==> config.mk <==
export PLATFORM = sky130hd
export DESIGN_NAME = byteaddr_mem
export DESIGN_NICKNAME = d
export VERILOG_FILES = /design/src/rtl/byteaddr_mem_pkg.sv /design/src/rtl/byteaddr_lane_steer.sv /design/src/rtl/byteaddr_bank_array.sv /design/src/rtl/byteaddr_load_align.sv /design/src/rtl/byteaddr_mem.sv
export SDC_FILE = /design/constraint.sdc
export NUM_CORES = 2
export LEC_CHECK = 0
export CAP_MARGIN = 20
export CORE_MARGIN = 2
export CORE_UTILIZATION = 50
export DETAILED_ROUTE_END_ITERATION = 8
export DONT_BUFFER_PORTS = 1
export MAX_ROUTING_LAYER = met4
export PLACE_DENSITY = 0.68
export SLEW_MARGIN = 15
export SYNTH_ARGS = -nofsm -noshare
export SYNTH_HDL_FRONTEND = slang
export SYNTH_SLANG_ARGS = --single-unit
==> constraint.sdc <==
create_clock -name clk -period 2.8 [get_ports clk]
set_input_delay 0.42 -clock clk [delete_from_list [all_inputs] [get_ports clk]]
set_output_delay 0.42 -clock clk [all_outputs]
set_load 0.02 [all_outputs]
==> src/rtl/byteaddr_mem_pkg.sv <==
package byteaddr_mem_pkg;
  localparam int unsigned LANE_W     = 8;
  localparam int unsigned WORD_LANES = 4;
  localparam int unsigned DATA_W     = LANE_W * WORD_LANES;
  localparam int unsigned OFS_W      = $clog2(WORD_LANES);

  typedef logic [OFS_W-1:0]      lane_idx_t;
  typedef logic [WORD_LANES-1:0] lane_mask_t;
  typedef logic [DATA_W-1:0]     word_t;
endpackage

==> src/rtl/byteaddr_lane_steer.sv <==
module byteaddr_lane_steer
  import byteaddr_mem_pkg::*;
(
  input  lane_idx_t  offset,
  input  logic       is_word,
  input  logic       big_endian,
  input  word_t      wdata_in,
  output lane_idx_t  lane,
  output lane_mask_t lane_mask,
  output word_t      wdata_lanes
);
  // big-endian: lowest address holds the top lane
  assign lane = big_endian ? lane_idx_t'(WORD_LANES - 1) - offset : offset;

  always_comb begin
    lane_mask   = '0;
    wdata_lanes = wdata_in;
    if (is_word) begin
      lane_mask = '1;
    end else begin
      lane_mask[lane] = 1'b1;
      for (int k = 0; k < WORD_LANES; k++) begin
        wdata_lanes[k*LANE_W +: LANE_W] = wdata_in[LANE_W-1:0];
      end
    end
  end
endmodule

==> src/rtl/byteaddr_bank_array.sv <==
module byteaddr_bank_array
  import byteaddr_mem_pkg::*;
#(
  parameter int unsigned DEPTH = 64,
  localparam int unsigned IDX_W = $clog2(DEPTH)
) (
  input  logic             clk,
  input  logic [IDX_W-1:0] idx,
  input  lane_mask_t       lane_we,
  input  word_t            wdata,
  output word_t            rdata
);
  for (genvar k = 0; k < WORD_LANES; k++) begin : g_bank
    logic [LANE_W-1:0] bank [DEPTH];
    always_ff @(posedge clk) begin
      if (lane_we[k]) bank[idx] <= wdata[k*LANE_W +: LANE_W];
    end
    assign rdata[k*LANE_W +: LANE_W] = bank[idx];
  end
endmodule

==> src/rtl/byteaddr_load_align.sv <==
module byteaddr_load_align
  import byteaddr_mem_pkg::*;
(
  input  word_t     raw,
  input  logic      is_word,
  input  lane_idx_t lane,
  output word_t     aligned
);
  always_comb begin
    if (is_word) aligned = raw;
    else         aligned = word_t'(raw[lane*LANE_W +: LANE_W]);
  end
endmodule

==> src/rtl/byteaddr_mem.sv <==
module byteaddr_mem
  import byteaddr_mem_pkg::*;
#(
  parameter int unsigned ADDR_W = 8
) (
  input  logic              clk,
  input  logic              rst_n,
  input  logic              req_valid,
  output logic              req_ready,
  input  logic [ADDR_W-1:0] req_addr,
  input  logic              req_we,
  input  logic              req_word,
  input  logic [31:0]       req_wdata,
  input  logic              big_endian,
  output logic              rsp_valid,
  input  logic              rsp_ready,
  output logic [31:0]       rsp_rdata,
  output logic              rsp_err
);
  localparam int unsigned DEPTH = 2 ** (ADDR_W - OFS_W);
  localparam int unsigned IDX_W = ADDR_W - OFS_W;

  lane_idx_t        offset, lane;
  lane_mask_t       lane_mask, lane_we;
  word_t            wdata_lanes, raw_word, load_word;
  logic [IDX_W-1:0] widx;
  logic             accept, misalign;

  assign offset    = req_addr[OFS_W-1:0];
  assign widx      = req_addr[ADDR_W-1:OFS_W];
  assign req_ready = !rsp_valid || rsp_ready;
  assign accept    = req_valid && req_ready;
  assign misalign  = req_word && (offset != '0);
  assign lane_we   = (accept && req_we && !misalign) ? lane_mask : '0;

  byteaddr_lane_steer u_steer (
    .offset      (offset),
    .is_word     (req_word),
    .big_endian  (big_endian),
    .wdata_in    (req_wdata),
    .lane        (lane),
    .lane_mask   (lane_mask),
    .wdata_lanes (wdata_lanes)
  );

  byteaddr_bank_array #(.DEPTH(DEPTH)) u_banks (
    .clk     (clk),
    .idx     (widx),
    .lane_we (lane_we),
    .wdata   (wdata_lanes),
    .rdata   (raw_word)
  );

  byteaddr_load_align u_align (
    .raw     (raw_word),
    .is_word (req_word),
    .lane    (lane),
    .aligned (load_word)
  );

  always_ff @(posedge clk) begin
    if (!rst_n) begin
      rsp_valid <= 1'b0;
      rsp_rdata <= '0;
      rsp_err   <= 1'b0;
    end else if (accept) begin
      rsp_valid <= 1'b1;
      rsp_err   <= misalign;
      rsp_rdata <= (!req_we && !misalign) ? load_word : '0;
    end else if (rsp_ready) begin
      rsp_valid <= 1'b0;
    end
  end
endmodule

=== Yosys cells after proc, flatten, opt, wreduce, memory -nomap -nowiden ===
Memories as Yosys holds them, arrays and structs flattened.
Cells that the tools add are included.
Widths: inputs -> output; s select.

* Register bits: 34
* Bits in latches: 0
* Memory bits (writable): 2048
* Bits in read-only memories: 0
* Logic and storage cells: 41
* Memories: 4

* Add/sub/neg operators: 1
* Multiply operators: 0
* Divide/modulo/power cells: 0
* $lt $le $gt $ge: 2
* Equality and inequality tests: 0
* Shift-type cells: 1
* Muxes and demuxes: 18
* Bitwise logic cells: 0
* Reduce and logical (&&, ||, !) cells: 12

{| class="wikitable"
|+ Memories
! name !! depth !! bits a word !! rd ports !! clocked after memory_dff !! write ports !! RTL line !! source
|-
| u_banks.g_bank[0].bank || 64 || 8 || 1 || 0 || 1 || byteaddr_bank_array.sv:14 || <nowiki>logic [LANE_W-1:0] bank [DEPTH];</nowiki>
|-
| u_banks.g_bank[1].bank || 64 || 8 || 1 || 0 || 1 || byteaddr_bank_array.sv:14 ||
|-
| u_banks.g_bank[2].bank || 64 || 8 || 1 || 0 || 1 || byteaddr_bank_array.sv:14 ||
|-
| u_banks.g_bank[3].bank || 64 || 8 || 1 || 0 || 1 || byteaddr_bank_array.sv:14 ||
|}

{| class="wikitable"
|+ Operators by type and width
! operator !! count
|-
| $mux 32 || 3
|-
| $shiftx 32x6->8 || 1
|-
| $mux 1 || 11
|-
| $mux 4 || 2
|-
| $logic_and 1x1->1 || 6
|-
| $reduce_bool 2->1 || 2
|-
| $logic_not 1->1 || 3
|-
| $lt 2x3->1 const B || 1
|-
| $demux 1 s2 || 1
|-
| $ge 2x1->1 const B || 1
|-
| $mux 2 || 1
|-
| $sub 2x2->2 const A || 1
|-
| $logic_or 1x1->1 || 1
|}

=== Depth between registers and ports, before layout ===
* Word-level depth: 10
* Mapped depth: 15
* Mapped depth without buffers: 8

=== Hierarchy ===
A second synthesis with hierarchy kept.

* Cell total of the unflattened synthesis: 4727
* Area total of the unflattened synthesis: 80529.7 um^2

{| class="wikitable"
|+ Modules (own cells, without submodules)
! module !! instances !! cells each !! area an instance (um^2) !! seq. area each (um^2)
|-
| byteaddr_bank_array || 1 || 4495 || 78437.7 || 61499.0
|-
| byteaddr_mem || 1 || 87 || 1121.1 || 680.7
|-
| byteaddr_load_align || 1 || 66 || 575.6 || 0.0
|-
| byteaddr_lane_steer || 1 || 79 || 395.4 || 0.0
|}

=== Worst setup path before layout ===
Ideal clock, no wire load.

* Kind: input to register
* Start point: input req_addr[4]
* End point: memory u_banks.g_bank[0].bank[53][0], enable pin
* Arrival: 2293 ps
* Path slack: 137 ps
* Stages: 9
* Cell sequence: buf_6 -> buf_2 -> and3b_1 -> buf_2 -> buf_2 -> buf_1 -> buf_2 -> nand2_1 -> nor2_1

{| class="wikitable"
|+ RTL lines
! element !! RTL line !! source
|-
| from (decl) || byteaddr_mem.sv:10 || <nowiki>input logic [ADDR_W-1:0] req_addr,</nowiki>
|-
| to (decl) || byteaddr_bank_array.sv:14 ||
|}

No word-level cell before the write port.

=== Worst setup path after layout ===
* Start point: input req_addr[4]
* End point: register rsp_rdata[4]

* Cells in the longest elaborated chain, start to end: 4
* Elaborated cells on any way between the ends: 7

{| class="wikitable"
|+ Ends and longest elaborated chain
! element !! RTL line !! source
|-
| $mem_v2 64x8 || - ||
|-
| $shiftx 32x6->8 || byteaddr_load_align.sv:11 || <nowiki>else aligned = word_t'(raw[lane*LANE_W +: LANE_W]);</nowiki>
|-
| $mux 32 * || byteaddr_load_align.sv:10 || <nowiki>if (is_word) aligned = raw;</nowiki>
|-
| $mux 32 * || byteaddr_mem.sv:69 || <nowiki>rsp_rdata <= (!req_we && !misalign) ? load_word : '0;</nowiki>
|-
| to (signal assigned) || byteaddr_mem.sv:69 ||
|-
| to (decl) || byteaddr_mem.sv:17 || <nowiki>output logic [31:0] rsp_rdata,</nowiki>
|}

Every way passes the cells marked *; elsewhere a longest branch is shown, timed or not.
A chain may end at the register's enable or synchronous reset.

==> impl_metrics.py <==
metrics = {
    "timing": {
        "maxSlewHeadroom_pct": -38.1,
        "hold_violations": 0,
        "period_needed_ps": 3300,
        "setup_ws_ps": -499,
        "post-route-period-util_pct": 118,
        "tightest_slew_ps": 2070,
        "finalSetupTns_ps": -9140,
        "slew_viol_final": 149,
        "whs_ps": 50.5,
        "max_freq_mhz": 303,
        "finClkSkew_ps": 82.2,
        "setup_viol": 30,
        "rsz0062_at_grt": "yes",
    },
    "synth": {
        "syn_area_per_cell_um2": 17.2,
        "syn_area_mm2": 0.0812,
        "ys_warn_count": 0,
        "yosysUniqueCellTypes": 75,
        "yosysTopAreaCell": "edfxtp_1",
        "synth_top_area_share_pct": 75.7,
        "synth_top_flop_cell": "edfxtp_1",
        "ys_seq_elements": 2082,
        "synth-seq-area-share_pct": 76.6,
        "synth-async-reset-ratio_pct": 0,
        "syn_inst": 4712,
        "synth.most_common_cell": "edfxtp_1",
        "synth_common_cells": "edfxtp_1, nor2_1, a221oi_1",
        "synth_edf_count": 2048,
        "syn_nets": 4759,
        "yosys-top-cells-area": "edfxtp_1, mux2i_1, a221oi_1",
    },
    "floorplanning": {
        "die_y_um": 407,
        "pin_count": 82,
        "initial_core_util_pct": 50.5,
        "dieArea_mm2": 0.166,
        "row_count": 147,
        "coreArea_mm2": 0.161,
        "die_x_um": 407,
    },
    "power_and_ir_drop": {
        "clockPowerShare_pct": 41.3,
        "p_sw_share_pct": 21.8,
        "leakagePower_nw": 31.9,
        "p_per_area_mw_per_mm2": 681,
        "power.switching_mw": 14.3,
        "peakVddDrop_uv": 657,
        "p_comb_share_pct": 6.2,
        "power_mw": 65.7,
        "p_int_mw": 51.4,
        "p_seq_share_pct": 52.5,
    },
    "cts": {
        "clock_latency_ps": 870,
        "clkTransAtPathRegs_ps": 60,
        "cts_tree": "done",
        "cts.sinks": 2082,
        "htree_levels": 4,
        "cts_max_path_buffers": 3,
        "cts_buffers": 200,
        "cts_root_buffer": "clkbuf_16",
    },
    "worst_setup_path": {
        "r2r_start": "u_banks.g_bank[0].bank[55][4]",
        "critPathLaunchType": "input port",
        "crit_type": "input port to register",
        "crit_arrival_ps": 4040,
        "cp_max_fo": 495,
        "endpoint_kind": "register",
        "critPathLaunch": "req_addr[4]",
        "required_ps": 3540,
    },
    "layout": {
        "multi_input_area_mm2": 0.0176,
        "nFillCells": 11600,
        "utilization_pct": 59.9,
        "areaGrowthSynthToFinish_pct": 18.7,
        "finalNetCount": 5385,
        "fin_area_mm2": 0.0964,
        "regArea_mm2": 0.0622,
        "final_cell_count_no_fill": 7688,
        "drive_gt1_share_pct": 24.8,
    },
    "routing": {
        "first_iter_violations": 8816,
        "num_vias": 51300,
        "drtPass1Iterations": 8,
        "wl_per_cell_um": 35.1,
        "post-route-drc-count": 0,
        "drt-vias-per-instance": 6.68,
        "drt_wl_total_um": 269000,
        "antenna_left": 0,
    },
    "global_route": {
        "grt_max_degree": 496,
        "grt_pass1_wl_um": 373000,
        "track_usage_pct": 33.4,
        "grt_pass1_vias": 48600,
        "overflow": 0,
        "antenna_found_initial": 15,
    },
    "placed_design": {
        "placed_cell_area_mm2": 0.0893,
        "pre_cts_slack_ps": -676,
        "dp_hpwl_um": 169000,
        "dpl.cell_count": 7270,
        "port_buffers": 0,
        "gp_congestion": 0.984,
    },
    "status": {
        "violations": "max-slew violations, negative setup slack",
        "status": "finished, violations left",
    },
    "job": {
        "drv_cap": 0,
    },
    "hold_path": {
        "min_from": "req_addr[6]",
        "hold_class": "input port to register",
    },
}
## logic make-up after synthesis
family	after synthesis	share of synthesized area, %
AOI/OAI and AO/OA	1018	9.39
buffers and inverters	349	2.21
DFF	2082	76.6
muxes	485	7.71
and+or+nand+nor	778	4.13
## worst max-delay path, stage by stage
cell	delay [ps]
and3b_2	770
buf_12	180
a221oi_1	280
a31oi_1	140
or4_1	510
o41ai_4	310
o311ai_2	290
a221o_1	340
## power by group through the flow
stage          clock network [mW]  registers (mW)  logic [mW]
6_report                     27.1            34.5        4.08
5_1_grt                      28.4            34.4        4.15
4_1_cts                      27.2            34.5        3.92
3_5_place_dp                    0            35.1        3.70
3_3_place_gp                    0            35.1        3.65
2_1_floorplan                   0            35.1        2.01
## cell type report
class / instances / area share, %
clock buffer: 249 / 5.59
tap: 2160 / 2.80
antenna: 22 / 0.0571
clock inverter: 121 / 1.25
timing repair buffer: 765 / 7.57
sequential: 2082 / 64.5
inverter: 8 / 0.0415
multi-input combinational: 2281 / 18.2
## routing by layer
| layer | routed length (um) | track usage (%) |
|---|---|---|
| met1 | 94400 | 42.4 |
| met2 | 120000 | 47.9 |
| met3 | 38700 | 10.9 |
| met4 | 16500 | 17.7 |
| met5 | 0 | - |
## cell usage in the layout (no fill, tap or decap), types with 11 or more instances in the layout
master,instances
a21oi_1,123
a221o_1,46
a221oi_1,255
a222oi_1,13
a22o_1,35
a22oi_1,194
a31oi_1,15
and2_1,16
buf_12,108
buf_4,631
bufinv_16,19
clkbuf_1,36
clkbuf_16,206
clkinv_1,48
clkinv_2,28
clkinvlp_4,11
dfxtp_1,34
diode_2,22
dlygate4sd3_1,18
edfxtp_1,2048
mux2_2,147
mux2i_1,231
mux4_2,96
nand2_1,217
nand2_2,25
nand3_1,22
nand4_1,14
nor2_1,373
nor2b_1,14
o21ai_0,92
o221ai_1,26
o22a_1,16
o22ai_1,110
o2bb2ai_1,21
## flip-flops by register name, indices dropped and copies added (netlist names)
name	cells
rsp_err	1
rsp_rdata	32
rsp_valid	1
u_banks.g_bank.bank	2048
## repair_timing
item / 4_1_cts / 5_1_grt
cloned: 0 / 0
gates resized for setup: 4 / 13
pin swaps: 0 / 6
buffers inserted: 0 / 0
endpoints found under the hold margin: 546 / 0
hold buffers: 27 / 0
setup endpoints to repair: 5 / 9
## path summary, 6_finish.rpt
kind              endpoint  slack, ps  cells past startpoint
max           rsp_rdata[4]       -500                      8
min          rsp_rdata[15]         50                      5
max reg2reg   rsp_rdata[4]        -20                      7
min reg2reg  rsp_rdata[24]        680                      2
No activity file was read; power rests on OpenSTA's default activity.
